==> config.mk <==
export PLATFORM = sky130hd
export DESIGN_NAME = evstack_top
export DESIGN_NICKNAME = d
export VERILOG_FILES = /design/src/rtl/evstack_pkg.sv /design/src/rtl/evstack_ram.sv /design/src/rtl/evstack_spctr.sv /design/src/rtl/evstack_top.sv
export SDC_FILE = /design/constraint.sdc
export NUM_CORES = 1
export LEC_CHECK = 0
export ABC_AREA = 1
export BUFFER_PORTS_ARGS = -buffer_cell sky130_fd_sc_hd__buf_2
export CAP_MARGIN = 20
export CELL_PAD_IN_SITES_DETAIL_PLACEMENT = 0
export CELL_PAD_IN_SITES_GLOBAL_PLACEMENT = 1
export CORE_ASPECT_RATIO = 0.9
export CORE_MARGIN = 5
export CORE_UTILIZATION = 48
export CTS_CLUSTER_SIZE = 25
export DETAILED_ROUTE_END_ITERATION = 8
export GPL_ROUTABILITY_DRIVEN = 1
export GPL_TIMING_DRIVEN = 0
export PLACE_DENSITY_LB_ADDON = 0.12
export RECOVER_POWER = 50
export SLEW_MARGIN = 20
export SYNTH_ARGS = -nofsm -noshare
export SYNTH_HDL_FRONTEND = slang
export SYNTH_SLANG_ARGS = --single-unit
==> constraint.sdc <==
create_clock -name clk -period 5.17 [get_ports clk]
set_input_delay 0.517 -clock clk [delete_from_list [all_inputs] [get_ports clk]]
set_output_delay 0.517 -clock clk [all_outputs]
set_load 0.005 [all_outputs]
==> src/rtl/evstack_pkg.sv <==
package evstack_pkg;
    typedef enum logic [2:0] {
        OP_NOP   = 3'd0,
        OP_PUSH  = 3'd1,
        OP_POP   = 3'd2,
        OP_REPL  = 3'd3,
        OP_BINOP = 3'd4,
        OP_PICK  = 3'd5
    } op_e;

    typedef enum logic [1:0] {
        PH_IDLE   = 2'd0,
        PH_REFILL = 2'd1,
        PH_PICK   = 2'd2
    } phase_e;
endpackage

==> src/rtl/evstack_ram.sv <==
module evstack_ram #(
    parameter int DW    = 16,
    parameter int DEPTH = 16,
    parameter int AW    = 4
) (
    input  logic          clk,
    input  logic          we,
    input  logic          re,
    input  logic [AW-1:0] addr,
    input  logic [DW-1:0] wdata,
    output logic [DW-1:0] rdata
);
    logic [DW-1:0] mem [DEPTH];

    // single port: one address, registered read data
    always_ff @(posedge clk) begin
        if (we) mem[addr] <= wdata;
        if (re) rdata <= mem[addr];
    end
endmodule

==> src/rtl/evstack_spctr.sv <==
module evstack_spctr #(
    parameter int DEPTH = 16,
    parameter int SPW   = 5
) (
    input  logic           clk,
    input  logic           rst_n,
    input  logic           inc,
    input  logic           dec,
    output logic [SPW-1:0] sp,
    output logic           full,
    output logic           empty
);
    logic [SPW-1:0] sp_d, sp_q;

    always_comb begin
        sp_d = sp_q;
        if (inc)      sp_d = sp_q + 1'b1;
        else if (dec) sp_d = sp_q - 1'b1;
    end

    always_ff @(posedge clk) begin
        if (!rst_n) sp_q <= '0;
        else        sp_q <= sp_d;
    end

    assign sp    = sp_q;
    assign full  = (sp_q == SPW'(DEPTH));
    assign empty = (sp_q == '0);
endmodule

==> src/rtl/evstack_top.sv <==
module evstack_top
    import evstack_pkg::*;
#(
    parameter int DW    = 16,
    parameter int DEPTH = 16
) (
    input  logic                        clk,
    input  logic                        rst_n,
    input  logic                        req_valid,
    input  logic [2:0]                  req_op,
    input  logic [DW-1:0]               req_data,
    input  logic [$clog2(DEPTH+1):0]    req_pick,
    input  logic [DW-1:0]               alu_result,
    output logic [DW-1:0]               top_o,
    output logic [DW-1:0]               nos_o,
    output logic                        busy_o,
    output logic                        overflow_o,
    output logic                        underflow_o
);
    localparam int SPW = $clog2(DEPTH + 1);
    localparam int AW  = (DEPTH > 1) ? $clog2(DEPTH) : 1;

    typedef struct packed {
        phase_e        phase;
        logic [1:0]    occ;
        logic [DW-1:0] top;
        logic [DW-1:0] nos;
        logic          ovf;
        logic          unf;
    } regs_t;

    regs_t q, d;

    logic [SPW-1:0] sp;
    logic           sp_full, sp_empty, sp_inc, sp_dec;
    logic           mem_we, mem_re;
    logic [AW-1:0]  mem_addr, pick_addr;
    logic [DW-1:0]  mem_wdata, mem_rdata, push_val;
    logic           push_go, shrink, accept;
    op_e            op;

    assign op        = op_e'(req_op);
    assign accept    = req_valid && (q.phase == PH_IDLE);
    assign pick_addr = AW'(sp) - AW'(req_pick - 1'b1);

    always_comb begin
        d         = q;
        d.ovf     = 1'b0;
        d.unf     = 1'b0;
        mem_we    = 1'b0;
        mem_re    = 1'b0;
        mem_addr  = AW'(sp);
        mem_wdata = q.nos;
        sp_inc    = 1'b0;
        sp_dec    = 1'b0;
        push_go   = 1'b0;
        push_val  = req_data;
        shrink    = 1'b0;

        unique case (q.phase)
            PH_REFILL: begin
                d.nos   = mem_rdata;
                d.phase = PH_IDLE;
            end
            PH_PICK: begin
                mem_we  = 1'b1;
                sp_inc  = 1'b1;
                d.nos   = q.top;
                d.top   = mem_rdata;
                d.phase = PH_IDLE;
            end
            default: begin
                if (accept) begin
                    unique case (op)
                        OP_PUSH: push_go = 1'b1;
                        OP_POP: begin
                            if (q.occ == 2'd0)      d.unf = 1'b1;
                            else if (q.occ == 2'd1) d.occ = 2'd0;
                            else begin
                                d.top  = q.nos;
                                shrink = 1'b1;
                            end
                        end
                        OP_REPL: begin
                            if (q.occ == 2'd0) d.unf = 1'b1;
                            else               d.top = req_data;
                        end
                        OP_BINOP: begin
                            if (q.occ != 2'd2) d.unf = 1'b1;
                            else begin
                                d.top  = alu_result;
                                shrink = 1'b1;
                            end
                        end
                        OP_PICK: begin
                            if (req_pick == '0) begin
                                if (q.occ == 2'd0) d.unf = 1'b1;
                                else begin
                                    push_go  = 1'b1;
                                    push_val = q.top;
                                end
                            end else if (req_pick == 1) begin
                                if (q.occ != 2'd2) d.unf = 1'b1;
                                else begin
                                    push_go  = 1'b1;
                                    push_val = q.nos;
                                end
                            end else if ((q.occ != 2'd2) ||
                                         (req_pick > ({1'b0, sp} + 1'b1))) begin
                                d.unf = 1'b1;
                            end else if (sp_full) begin
                                d.ovf = 1'b1;
                            end else begin
                                mem_re   = 1'b1;
                                mem_addr = pick_addr;
                                d.phase  = PH_PICK;
                            end
                        end
                        default: ;
                    endcase
                end
            end
        endcase

        // consuming operation: refill the second register from memory
        if (shrink) begin
            if (sp_empty) d.occ = 2'd1;
            else begin
                sp_dec   = 1'b1;
                mem_re   = 1'b1;
                mem_addr = AW'(sp - 1'b1);
                d.phase  = PH_REFILL;
            end
        end

        // growing operation: spill the second register when both are held
        if (push_go) begin
            if (q.occ != 2'd2) begin
                d.top = push_val;
                d.nos = q.top;
                d.occ = q.occ + 2'd1;
            end else if (sp_full) begin
                d.ovf = 1'b1;
            end else begin
                mem_we = 1'b1;
                sp_inc = 1'b1;
                d.nos  = q.top;
                d.top  = push_val;
            end
        end
    end

    always_ff @(posedge clk) begin
        if (!rst_n) begin
            q.phase <= PH_IDLE;
            q.occ   <= 2'd0;
            q.top   <= '0;
            q.nos   <= '0;
            q.ovf   <= 1'b0;
            q.unf   <= 1'b0;
        end else begin
            q <= d;
        end
    end

    evstack_spctr #(.DEPTH(DEPTH), .SPW(SPW)) spctr_i (
        .clk   (clk),
        .rst_n (rst_n),
        .inc   (sp_inc),
        .dec   (sp_dec),
        .sp    (sp),
        .full  (sp_full),
        .empty (sp_empty)
    );

    evstack_ram #(.DW(DW), .DEPTH(DEPTH), .AW(AW)) ram_i (
        .clk   (clk),
        .we    (mem_we),
        .re    (mem_re),
        .addr  (mem_addr),
        .wdata (mem_wdata),
        .rdata (mem_rdata)
    );

    assign top_o       = q.top;
    assign nos_o       = q.nos;
    assign busy_o      = (q.phase != PH_IDLE);
    assign overflow_o  = q.ovf;
    assign underflow_o = q.unf;
endmodule

# --- Word-level counts from Yosys, hierarchy flattened ---
# Memories as Yosys holds them, arrays and structs flattened. A register that Yosys moved wholly into a read port is not among the register bits.
# Cells that the tools add are included.
word_totals:
  register_bits: 43
  mem_bits_rw: 256
  in_bits: 44
  out_inout_bits: 35
  wordCells: 126
  n_memories: 1
memory_table:
  columns: ["memory", "words", "word_bits", "read_ports", "rd_ports_with_merged_regs", "write_ports", "line_no", "text"]
  rows:
  - ["ram_i.mem", 16, 16, 1, 1, 1, "evstack_ram.sv:13", "logic [DW-1:0] mem [DEPTH];"]
classes:
  addsub: 6
  n_lt_le_gt_ge: 1
  eq_ne: 11
  n_mux: 87
  n_bitwise: 2
  n_reduce_logical: 11
op_table:
  columns: ["operator", "count"]
  rows:
  - ["16-bit 2-to-1 mux", 10]
  - ["32-bit 2-to-1 mux", 2]
  - ["16-bit case mux with 2 select lines", 2]
  - ["16-bit case mux with 3 select lines", 1]
  - ["4-bit 2-to-1 mux", 10]
  - ["1-bit 2-to-1 mux", 39]
  - ["18-bit 2-to-1 mux", 2]
  - ["35-bit 2-to-1 mux", 1]
  - ["2-bit 2-to-1 mux", 14]
  - ["20-bit 2-to-1 mux", 1]
  - ["5-bit 2-to-1 mux", 2]
  - ["5-bit by 1-bit adder with 6-bit output, second input constant", 1]
  - ["3-bit by 2-bit == test with 1-bit output, second input constant", 2]
  - ["3-bit == test, second input constant", 2]
  - ["6-bit by 1-bit == test with 1-bit output, second input constant", 1]
  - ["6-bit greater-than comparator", 1]
  - ["6-bit zero test", 1]
  - ["5-bit by 1-bit adder with 5-bit output, second input constant", 1]
  - ["5-bit == test, second input constant", 1]
  - ["5-bit zero test", 1]
  - ["5-bit by 1-bit subtractor with 5-bit output, second input constant", 1]
  - ["2-bit by 1-bit == test with 1-bit output, second input constant", 2]
  - ["2-bit zero test", 2]
  - ["1-bit case mux with 2 select lines", 2]
  - ["13 further kinds", 16]

# --- Logic depth before layout (Yosys ltp) ---
# Gate-level depths: netlist of run 1.
logic_depth:
  word_depth: 13
  depth_mapped: 23
  mapped_depth_nobuf: 21

# --- By module ---
# From an unflattened synthesis of run 1, not the netlist that was laid out.
hier_totals:
  hier_cells: 1946
  hier_area_um2: 16166.8
by_module_without_submodules:
  columns: ["module", "instances", "cells_per_inst", "area_each_um2", "seq_area_each_um2"]
  rows:
  - ["evstack_ram", 1, 1070, 11312.1, 8167.8]
  - ["evstack_top", 1, 826, 4505.6, 760.7]
  - ["evstack_spctr", 1, 50, 349.1, 100.1]

# --- Worst setup path before layout of run 1 ---
# No wires, ideal clock.
synth_path:
  path_type: "flip-flop to flip-flop"
  startpoint: "reg spctr_i.sp_q[0], in the netlist spctr_i.sp[0]"
  endpoint: "mem ram_i.mem[11][0], enable pin"
  setup_time_ns: 0.388
  arrival_time_ns: 3.428
  required_ns: 4.782
  setup_slack_ns: 1.354
  stages_incl_launch_ff: 18
  n_path_buf: 2
  synth_period_minus_slack_ns: 3.816
  cell_sequence: "dfxtp_1 > inv_1 > nor3_1 > xor2_1 > ha_1 > nand2_1 > nand2_1 > nand2_1 > nand3_1 > nand2_1 > nand3_2 > nand2_1 > nand2_1 > nand2_2 > buf_6 > buf_6 > nand2_1 > nor2_1"
synth_between:
  elab_chain_cells: 11
  elab_cells_between_ends: 21
  classes_between: "3 x add/sub; 1 x order compare; 1 x eq/ne; 14 x mux; 2 x reduce/logical"
synth_rtl:
  columns: ["element", "line_no", "text"]
  rows:
  - ["start: declaration", "evstack_spctr.sv:13", "logic [SPW-1:0] sp_d, sp_q;"]
  - ["start signal: assignment", "evstack_spctr.sv:23", "else sp_q <= sp_d;"]
  - ["5-bit by 1-bit adder with 6-bit output", "evstack_top.sv:109", "(req_pick > ({1'b0, sp} + 1'b1))) begin"]
  - ["6-bit greater-than comparator", "evstack_top.sv:109", null]
  - ["1-bit logical OR", "evstack_top.sv:108", "end else if ((q.occ != 2'd2) ||"]
  - ["4-bit 2-to-1 mux", "evstack_top.sv:108", null]
  - ["4-bit 2-to-1 mux", "evstack_top.sv:102", "end else if (req_pick == 1) begin"]
  - ["4-bit 2-to-1 mux", "evstack_top.sv:96", "if (req_pick == '0) begin"]
  - ["4-bit 2-to-1 mux", "evstack_top.sv:74", "unique case (op)"]
  - ["4-bit 2-to-1 mux", "evstack_top.sv:73", "if (accept) begin"]
  - ["4-bit 2-to-1 mux", "evstack_top.sv:60", "unique case (q.phase)"]
  - ["4-bit 2-to-1 mux", "evstack_top.sv:127", "if (sp_empty) d.occ = 2'd1;"]
  - ["4-bit 2-to-1 mux", "evstack_top.sv:126", "if (shrink) begin"]
  - ["end: declaration", "evstack_ram.sv:13", null]
# Parallel ways exist; a longest one is shown, timed or not.

# --- Worst setup path in the final report of run 1 ---
layout_path:
  startpoint: "reg spctr_i.sp_q[0], in the netlist spctr_i.sp[0]"
  endpoint: "mem ram_i.mem[3][8], enable pin"
# The elaborated chain is that of the path after synthesis.

==> metrics.txt, run 1 <==
# TYPE chip_impl_metric gauge
chip_impl_info{name="outcome",value="complete, no violations"} 1
chip_impl_info{name="synth_commonest_cells",value="685 x nand2_1, 272 x edfxtp_1, 179 x nand3_1"} 1
chip_impl_metric{name="route.antenna.remaining_nets",unit=""} 0
chip_impl_info{name="synth.area.top_cells",value="edfxtp_1 53%, nand2_1 17%, nand3_1 5.8%"} 1
chip_impl_metric{name="detail_route.vias_per_cell",unit=""} 5.53
chip_impl_metric{name="timing.final.crit_share",unit=""} 0.944
chip_impl_metric{name="cp_num_buf_inv",unit=""} 3
chip_impl_info{name="critical_path.startpoint_type",value="flip-flop"} 1
chip_impl_metric{name="power_per_cell_area",unit="nW/um^2"} 303
chip_impl_metric{name="clkSlewWorstSetupHoldPaths",unit="ns"} 0.06
chip_impl_info{name="worstReg2RegStart",value="spctr_i.sp[0]"} 1
chip_impl_info{name="worstReg2RegEnd",value="ram_i.mem[3][8]"} 1
chip_impl_metric{name="synth.cell_area",unit="um^2"} 15500
chip_impl_metric{name="cts_hold_repair.buffers",unit=""} 0
chip_impl_metric{name="critical-path-max-stage-delay",unit="ns"} 0.78
chip_impl_info{name="timing.critical_path.mode_cell",value="nand2_1"} 1
chip_impl_metric{name="setup_violations",unit=""} 0
chip_impl_metric{name="required",unit="ns"} 5.29
chip_impl_metric{name="r2r.worst_path.cells",unit=""} 16
chip_impl_metric{name="post_dp_cell_area",unit="um^2"} 16500
chip_impl_metric{name="worst_hold_path.num_cells",unit=""} 3
chip_impl_info{name="tritoncts",value="yes"} 1
chip_impl_metric{name="die_height",unit="um"} 181
chip_impl_metric{name="arrival",unit="ns"} 5.01
chip_impl_metric{name="io_buffers",unit=""} 77
chip_impl_metric{name="cell_count_after_synthesis",unit=""} 1716
chip_impl_metric{name="power.leakage",unit="nW"} 7.28
chip_impl_metric{name="detail_route.drc_violations",unit=""} 0
chip_impl_metric{name="layout-drive-gt1-share",unit=""} 0.144
chip_impl_info{name="timing.critical_path.to_type",value="flip-flop"} 1
chip_impl_info{name="slowest_stage",value="nor2_2"} 1
chip_impl_metric{name="diodes",unit=""} 0
chip_impl_metric{name="drv.max_cap_violation_count",unit=""} 0
chip_impl_info{name="worstHoldPathType",value="in2reg"} 1
chip_impl_metric{name="grt.total_usage",unit=""} 0.264
chip_impl_metric{name="cts_post_setup_buffers_inserted",unit=""} 0
chip_impl_metric{name="netlist.area_leader.share",unit=""} 0.526
chip_impl_metric{name="maximum_number_of_pins_on_one_net_before_global_route_repair",unit=""} 21
chip_impl_metric{name="wl",unit="mm"} 48.0
chip_impl_metric{name="layout_area_growth_over_synthesis",unit="%"} 13.7
chip_impl_metric{name="post_cts_resize_count",unit=""} 0
chip_impl_metric{name="vias",unit=""} 12600
chip_impl_info{name="synth.most_common_cell",value="nand2_1"} 1
chip_impl_info{name="timing.hold.worst_endpoint",value="top_o[6]"} 1
chip_impl_metric{name="floorplan.initialDensity",unit=""} 0.486
chip_impl_metric{name="async_set_or_reset_register_ratio_after_synthesis",unit=""} 0
chip_impl_metric{name="finalWeightedCongestion",unit=""} 0.934
chip_impl_metric{name="clk_path_buf_depth",unit=""} 3
chip_impl_metric{name="worst_slew_pin_tran",unit="ns"} 1.26
chip_impl_info{name="unrepaired_setup_endpoints_after_global_routing",value="yes"} 1
chip_impl_metric{name="h-tree-depth",unit=""} 2
chip_impl_metric{name="synthesis.area_per_instance",unit="um^2"} 9.05
chip_impl_metric{name="grt_overflow",unit=""} 0
chip_impl_metric{name="r2r_slack",unit="ns"} 0.29
chip_impl_metric{name="final.setup.worst_slack",unit="ns"} 0.288
chip_impl_metric{name="dpl.hpwl",unit="mm"} 33.0
chip_impl_info{name="clock-root-buffer",value="clkbuf_16"} 1
chip_impl_metric{name="crit_path_max_fanout",unit=""} 17
chip_impl_metric{name="synth_fp_nets",unit=""} 1776
chip_impl_metric{name="core",unit="um^2"} 32000
chip_impl_metric{name="grt_antenna_before_repair",unit=""} 2
chip_impl_info{name="timing.critical_path.max_delay_family",value="simple AND/OR/NAND/NOR gates"} 1
chip_impl_metric{name="numCtsBuffers",unit=""} 35
chip_impl_info{name="hold_path_startpoint",value="req_data[6]"} 1
chip_impl_metric{name="wire_per_inst",unit="um"} 21.1
chip_impl_metric{name="synth_enable_flop_cells",unit=""} 272
chip_impl_metric{name="grt_pass1_vias",unit=""} 11900
chip_impl_info{name="ys_dominant_reg_cell",value="edfxtp_1"} 1
chip_impl_metric{name="period_needed",unit="ns"} 4.88
chip_impl_metric{name="clock-skew-final",unit="ns"} 0.0118
chip_impl_metric{name="timing.fmax",unit="MHz"} 205
chip_impl_metric{name="synth.distinct_cells",unit=""} 42
chip_impl_metric{name="drt-pass1-iter-count",unit=""} 5
chip_impl_metric{name="ioPinCount",unit=""} 79
chip_impl_metric{name="power.ir.vdd_worst",unit="mV"} 0.345
chip_impl_info{name="synth_area_leader_cell",value="edfxtp_1"} 1
chip_impl_metric{name="share_of_synthesized_area_occupied_by_flip_flops_and_latches",unit=""} 0.581
chip_impl_metric{name="slew_headroom",unit=""} 0.161
chip_impl_metric{name="die_w",unit="um"} 200
chip_impl_metric{name="drtIter0Drc",unit=""} 1296
chip_impl_metric{name="detailedPlace.worstSlack",unit="ns"} 0.300
chip_impl_metric{name="grt_pass1_wl",unit="mm"} 72.2
chip_impl_metric{name="clock_insertion_delay_worst_skew",unit="ns"} 0.51
chip_impl_info{name="cells_traversed_along_the_worst_timing_path",value="inv_1 -> nor3_1 -> nand3_1 -> ha_1 -> nand2_1 -> nor2_1 -> nand3_1 -> nand2_1 -> nand3_2 -> nand2_1 -> nand2_1 -> nand2_2 -> buf_6 -> buf_6 -> nand2_1 -> nor2_2"} 1
chip_impl_metric{name="design_area",unit="um^2"} 17700
chip_impl_metric{name="timing_hold_violations_final",unit=""} 0
chip_impl_metric{name="yosysWarningCount",unit=""} 0
chip_impl_metric{name="cts_num_sinks",unit=""} 315
chip_impl_metric{name="core.rowCount",unit=""} 62
chip_impl_info{name="critical_path_class",value="reg2reg"} 1
chip_impl_metric{name="drv_slew",unit=""} 0
chip_impl_metric{name="die_area",unit="um^2"} 36100
chip_impl_metric{name="ys_seq_elements",unit=""} 315
chip_impl_metric{name="design.final.nets",unit=""} 1894
-- per-layer routing --
layer	vias up	global-route usage	share of wire
li1	6000	-	-
met1	6047	0.415	0.47
met2	480	0.388	0.44
met3	62	0.0451	0.077
met4	0	0.0503	0.016
met5	-	0	0
-- flip-flops by register name, summed over array words and instances (netlist names) --
| name | cells |
|---|---|
| top_o | 16 |
| spctr_i.sp | 5 |
| ram_i.rdata | 16 |
| ram_i.mem | 256 |
| q | 4 |
| overflow_o | 1 |
| nos_o | 16 |
| underflow_o | 1 |
-- worst register-to-register path, delay by kind of cell, from the launching register on --
kind	cells	cell delay [ns]
flip-flops	1	0.48
AND/OR/NAND/NOR	12	3.13
buffers and inverters	3	0.59
adder cells (fa/ha/maj)	1	0.31
-- cells by family after synthesis --
logic type | Yosys count | synth area share
AO/OA/AOI/OAI | 211 | 0.0815
buffers and inverters | 242 | 0.0754
XOR/XNOR | 8 | 0.00451
AND/OR/NAND/NOR | 924 | 0.244
flip-flops | 315 | 0.581
adder cells (fa/ha/maj) | 16 | 0.0134
-- power breakdown --
| group | switching, W | internal [W] |
|---|---|---|
| Sequential | 0.0000495 | 0.00275 |
| Combinational | 0.0000815 | 0.0000542 |
| Clock | 0.000975 | 0.00144 |
-- placed cells by master, fill, tap and decap left out, drive strengths merged, types with 5 or more instances in the layout --
| cell type | Yosys | routed |
|---|---|---|
| a21oi | 69 | 69 |
| nand2 | 692 | 692 |
| edfxtp | 272 | 272 |
| buf | 97 | 149 |
| a31oi | 5 | 5 |
| nand3 | 182 | 182 |
| o22ai | 27 | 27 |
| o211ai | 17 | 17 |
| inv | 114 | 114 |
| ha | 15 | 15 |
| o221ai | 10 | 10 |
| clkbuf | 30 | 108 |
| nor2 | 42 | 42 |
| o21ai | 69 | 69 |
| dfxtp | 43 | 43 |
| clkinv | 1 | 12 |
-- cell type report --
type	count	area [um^2]
Clock inverter	13	113
Timing Repair Buffer	81	424
Multi-Input combinational cell	1159	5420
Clock buffer	49	991
Inverter	115	432
Fill cell	2949	14300
Buffer	127	739
Tap cell	416	520
Sequential cell	315	9030
-- worst max-delay path by stage --
stage	from	end	slack, ns	cells after the start
after global routing	spctr_i.sp[0]	ram_i.mem[3][14]	-0.09	17
final	spctr_i.sp[0]	ram_i.mem[3][8]	0.29	16
after global placement	spctr_i.sp[0]	ram_i.mem[7][0]	-0.02	16
after CTS	spctr_i.sp[0]	ram_i.mem[1][13]	0.26	16
after detailed placement	spctr_i.sp[0]	ram_i.mem[1][5]	0.30	16
after floorplan	spctr_i.sp[0]	ram_i.mem[11][0]	1.35	17
-- metrics by stage --
stage	TNS, ns	hold slack (ns)	cells	utilization	power (W)
global placement	-0.290	0.489	2209	0.514	0.00299
CTS	0	0.347	2274	0.552	0.00537
detailed placement	0	0.501	2212	0.517	0.00299
global route	-2.43	0.363	2275	0.553	0.00550
finish	0	0.362	2275	0.553	0.00535
floorplan	0	0.476	1716	-	0.00290
(Power assumes the default switching activity.)
==> run 2, diff against run 1 <==
--- a/config.mk
+++ b/config.mk
@@ -12,7 +12,7 @@
 export CELL_PAD_IN_SITES_GLOBAL_PLACEMENT = 1
 export CORE_ASPECT_RATIO = 0.9
 export CORE_MARGIN = 5
-export CORE_UTILIZATION = 48
+export CORE_UTILIZATION = 51
 export CTS_CLUSTER_SIZE = 25
 export DETAILED_ROUTE_END_ITERATION = 8
 export GPL_ROUTABILITY_DRIVEN = 1
==> constraint.sdc (replaced) <==
create_clock -name clk -period 5.65 [get_ports clk]
set_input_delay 0.565 -clock clk [delete_from_list [all_inputs] [get_ports clk]]
set_output_delay 0.565 -clock clk [all_outputs]
set_load 0.005 [all_outputs]
==> run 2 against run 1 <==
Compared with the run above:
- wire length fell by 2.1%
- register-to-register slack better by 0.42 ns
- clock power is 5% lower
- combinational power fell by 10%
- setup slack improved by 0.42 ns
- largest cell class unchanged
- highest routed layer unchanged
==> metrics.txt, run 2 (synthesis gave the netlist of run 1 again) <==
# TYPE chip_impl_metric gauge
chip_impl_metric{name="finalWeightedCongestion",unit=""} 0.922
chip_impl_metric{name="grt_antenna_before_repair",unit=""} 3
chip_impl_metric{name="h-tree-depth",unit=""} 2
chip_impl_metric{name="wl_met1",unit="mm"} 21.5
chip_impl_metric{name="detail_route.vias_per_cell",unit=""} 5.61
chip_impl_info{name="timing.critical_path.to_type",value="flip-flop"} 1
chip_impl_metric{name="core",unit="um^2"} 30000
chip_impl_metric{name="die_height",unit="um"} 176
chip_impl_info{name="clock-root-buffer",value="clkbuf_16"} 1
chip_impl_info{name="cells_traversed_along_the_worst_timing_path",value="inv_1 -> nor3_1 -> xor2_1 -> ha_1 -> nand2_1 -> nor2_1 -> nand2_1 -> nand3_1 -> nand2_1 -> nand3_2 -> nand2_1 -> nand2_1 -> nand2_2 -> buf_6 -> buf_6 -> nand2_1 -> nor2_2"} 1
chip_impl_metric{name="post_cts_resize_count",unit=""} 0
chip_impl_metric{name="required",unit="ns"} 5.78
chip_impl_info{name="critical_path_class",value="reg2reg"} 1
chip_impl_metric{name="final.setup.tns",unit="ns"} 0
chip_impl_metric{name="met3RoutedLength",unit="mm"} 4.60
chip_impl_metric{name="clock_insertion_delay_worst_skew",unit="ns"} 0.52
chip_impl_metric{name="clkSlewWorstSetupHoldPaths",unit="ns"} 0.06
chip_impl_metric{name="arrival",unit="ns"} 5.07
chip_impl_metric{name="slew_headroom",unit=""} 0.0655
chip_impl_metric{name="grt.total_usage",unit=""} 0.270
chip_impl_info{name="timing.critical_path.mode_cell",value="nand2_1"} 1
chip_impl_metric{name="vias",unit=""} 12700
chip_impl_metric{name="period_needed",unit="ns"} 4.94
chip_impl_metric{name="crit_path_max_fanout",unit=""} 17
chip_impl_metric{name="r2r.worst_path.cells",unit=""} 17
chip_impl_info{name="slowest_stage",value="nor2_2"} 1
chip_impl_metric{name="io_buffers",unit=""} 77
chip_impl_metric{name="drt-pass1-iter-count",unit=""} 6
chip_impl_metric{name="detail_route.drc_violations",unit=""} 0
chip_impl_metric{name="met2_wirelength",unit="mm"} 19.8
chip_impl_metric{name="diodes",unit=""} 0
chip_impl_metric{name="multi_input_logic_area",unit="um^2"} 5370
chip_impl_metric{name="core.rowCount",unit=""} 60
chip_impl_metric{name="route.antenna.remaining_nets",unit=""} 0
chip_impl_info{name="layout_commonest_cell",value="nand2_1"} 1
chip_impl_metric{name="maximum_number_of_pins_on_one_net_before_global_route_repair",unit=""} 21
chip_impl_metric{name="drv_slew",unit=""} 0
chip_impl_metric{name="fin_worst_hold_slack",unit="ns"} 0.391
chip_impl_metric{name="fill_cells",unit=""} 2639
chip_impl_metric{name="r2r_slack",unit="ns"} 0.71
chip_impl_metric{name="drtIter0Drc",unit=""} 1528
chip_impl_metric{name="wire_per_inst",unit="um"} 20.8
chip_impl_metric{name="ioPinCount",unit=""} 79
chip_impl_info{name="outcome",value="complete, no violations"} 1
chip_impl_metric{name="die_area",unit="um^2"} 34100
chip_impl_info{name="crit_path_end",value="ram_i.mem[1][0]"} 1
chip_impl_metric{name="grt_pass1_vias",unit=""} 11800
chip_impl_metric{name="critical-path-max-stage-delay",unit="ns"} 0.83
chip_impl_info{name="unrepaired_setup_endpoints_after_global_routing",value="no"} 1
chip_impl_metric{name="design.final.nets",unit=""} 1891
chip_impl_metric{name="wl",unit="mm"} 47.0
chip_impl_metric{name="grt_pass1_wl",unit="mm"} 70.5
chip_impl_metric{name="timing.fmax",unit="MHz"} 202
chip_impl_info{name="critical_path.startpoint_type",value="flip-flop"} 1
chip_impl_info{name="crit_start",value="spctr_i.sp[0]"} 1
chip_impl_metric{name="final.setup.worst_slack",unit="ns"} 0.709
chip_impl_metric{name="largest_register_ffs",unit=""} 256
chip_impl_metric{name="power_per_cell_area",unit="nW/um^2"} 282
chip_impl_metric{name="timing.final.crit_share",unit=""} 0.875
chip_impl_metric{name="cts_post_setup_buffers_inserted",unit=""} 0
chip_impl_info{name="top_signal_layer_used",value="met4"} 1
chip_impl_metric{name="clock-skew-final",unit="ns"} 0.0234
chip_impl_metric{name="design_area",unit="um^2"} 17600
chip_impl_metric{name="grt_overflow",unit=""} 0
chip_impl_info{name="worstHoldPathType",value="in2reg"} 1
chip_impl_metric{name="power.leakage",unit="nW"} 7.27
chip_impl_metric{name="power.ir.vdd_worst",unit="mV"} 0.212
chip_impl_metric{name="timing_hold_violations_final",unit=""} 0
chip_impl_metric{name="die_w",unit="um"} 194
chip_impl_metric{name="floorplan.initialDensity",unit=""} 0.519
chip_impl_metric{name="numCtsBuffers",unit=""} 34
chip_impl_metric{name="total_power",unit="W"} 0.00497
chip_impl_metric{name="cts_num_sinks",unit=""} 315
chip_impl_info{name="tritoncts",value="yes"} 1
chip_impl_info{name="worstReg2RegStart",value="spctr_i.sp[0]"} 1
chip_impl_metric{name="dpl.hpwl",unit="mm"} 32.1
chip_impl_metric{name="clk_path_buf_depth",unit=""} 3
chip_impl_metric{name="layout-drive-gt1-share",unit=""} 0.141
chip_impl_metric{name="drv.max_cap_violation_count",unit=""} 0
chip_impl_metric{name="post_dp_cell_area",unit="um^2"} 16500
chip_impl_metric{name="setup_violations",unit=""} 0
chip_impl_info{name="worstReg2RegEnd",value="ram_i.mem[1][0]"} 1
chip_impl_metric{name="cts_hold_repair.buffers",unit=""} 0
chip_impl_metric{name="detailedPlace.worstSlack",unit="ns"} 0.731
chip_impl_info{name="layout.cells.most_common_list",value="685 x nand2_1, 272 x edfxtp_1, 179 x nand3_1, 120 x buf_2, 101 x inv_1"} 1
chip_impl_metric{name="worst_slew_pin_tran",unit="ns"} 1.39
chip_impl_metric{name="layout_area_growth_over_synthesis",unit="%"} 13.4
chip_impl_metric{name="seq_area",unit="um^2"} 9030
chip_impl_info{name="top_register",value="ram_i.mem"} 1
run 2: how the worst min path moves through the flow:
stage | from | end | slack (ns) | depth (start not counted)
finish | req_data[2] | top_o[2] | 0.39 | 3
global route | req_data[4] | top_o[4] | 0.42 | 3
CTS | req_data[2] | top_o[2] | 0.38 | 3
detailed placement | q[36] | q[36] | 0.51 | 2
global placement | q[37] | q[37] | 0.49 | 2
floorplan | q[36] | q[36] | 0.48 | 2
run 2: cell type report:
type | count | area share
Sequential cell | 315 | 0.512
Multi-Input combinational cell | 1159 | 0.305
Clock buffer | 42 | 0.0515
Buffer | 127 | 0.0418
Tap cell | 403 | 0.0286
Inverter | 115 | 0.0245
Timing Repair Buffer | 79 | 0.0229
Clock inverter | 17 | 0.0136
run 2: worst max-delay path: cells and delay by family (launching register included):
kind                       cells  cell delay (ns)
buffers and inverters          3             0.55
xor gates and xnor gates       1             0.26
adders and majority gates      1             0.28
and+or+nand+nor               12             2.95
DFF                            1             0.51
run 2: through the flow:
stage,std cells,utilization
after global routing,2257,0.588
final,2257,0.588
after detailed placement,2198,0.551
after floorplan,1716,-
after CTS,2257,0.589
after global placement,2196,0.548
run 2: routing by layer:
metal / GRT usage / vias up
li1: - / 5982
met1: 0.418 / 6079
met2: 0.392 / 535
met3: 0.0518 / 76
met4: 0.0712 / 0
met5: 0 / -
run 2: report_power, final:
group,leakage (nW),internal [W],switching (W)
Clock,0.553,0.00138,0.000906
Sequential,2.86,0.00252,0.0000476
Combinational,3.86,0.0000491,0.0000730
Total,7.27,0.00395,0.00103
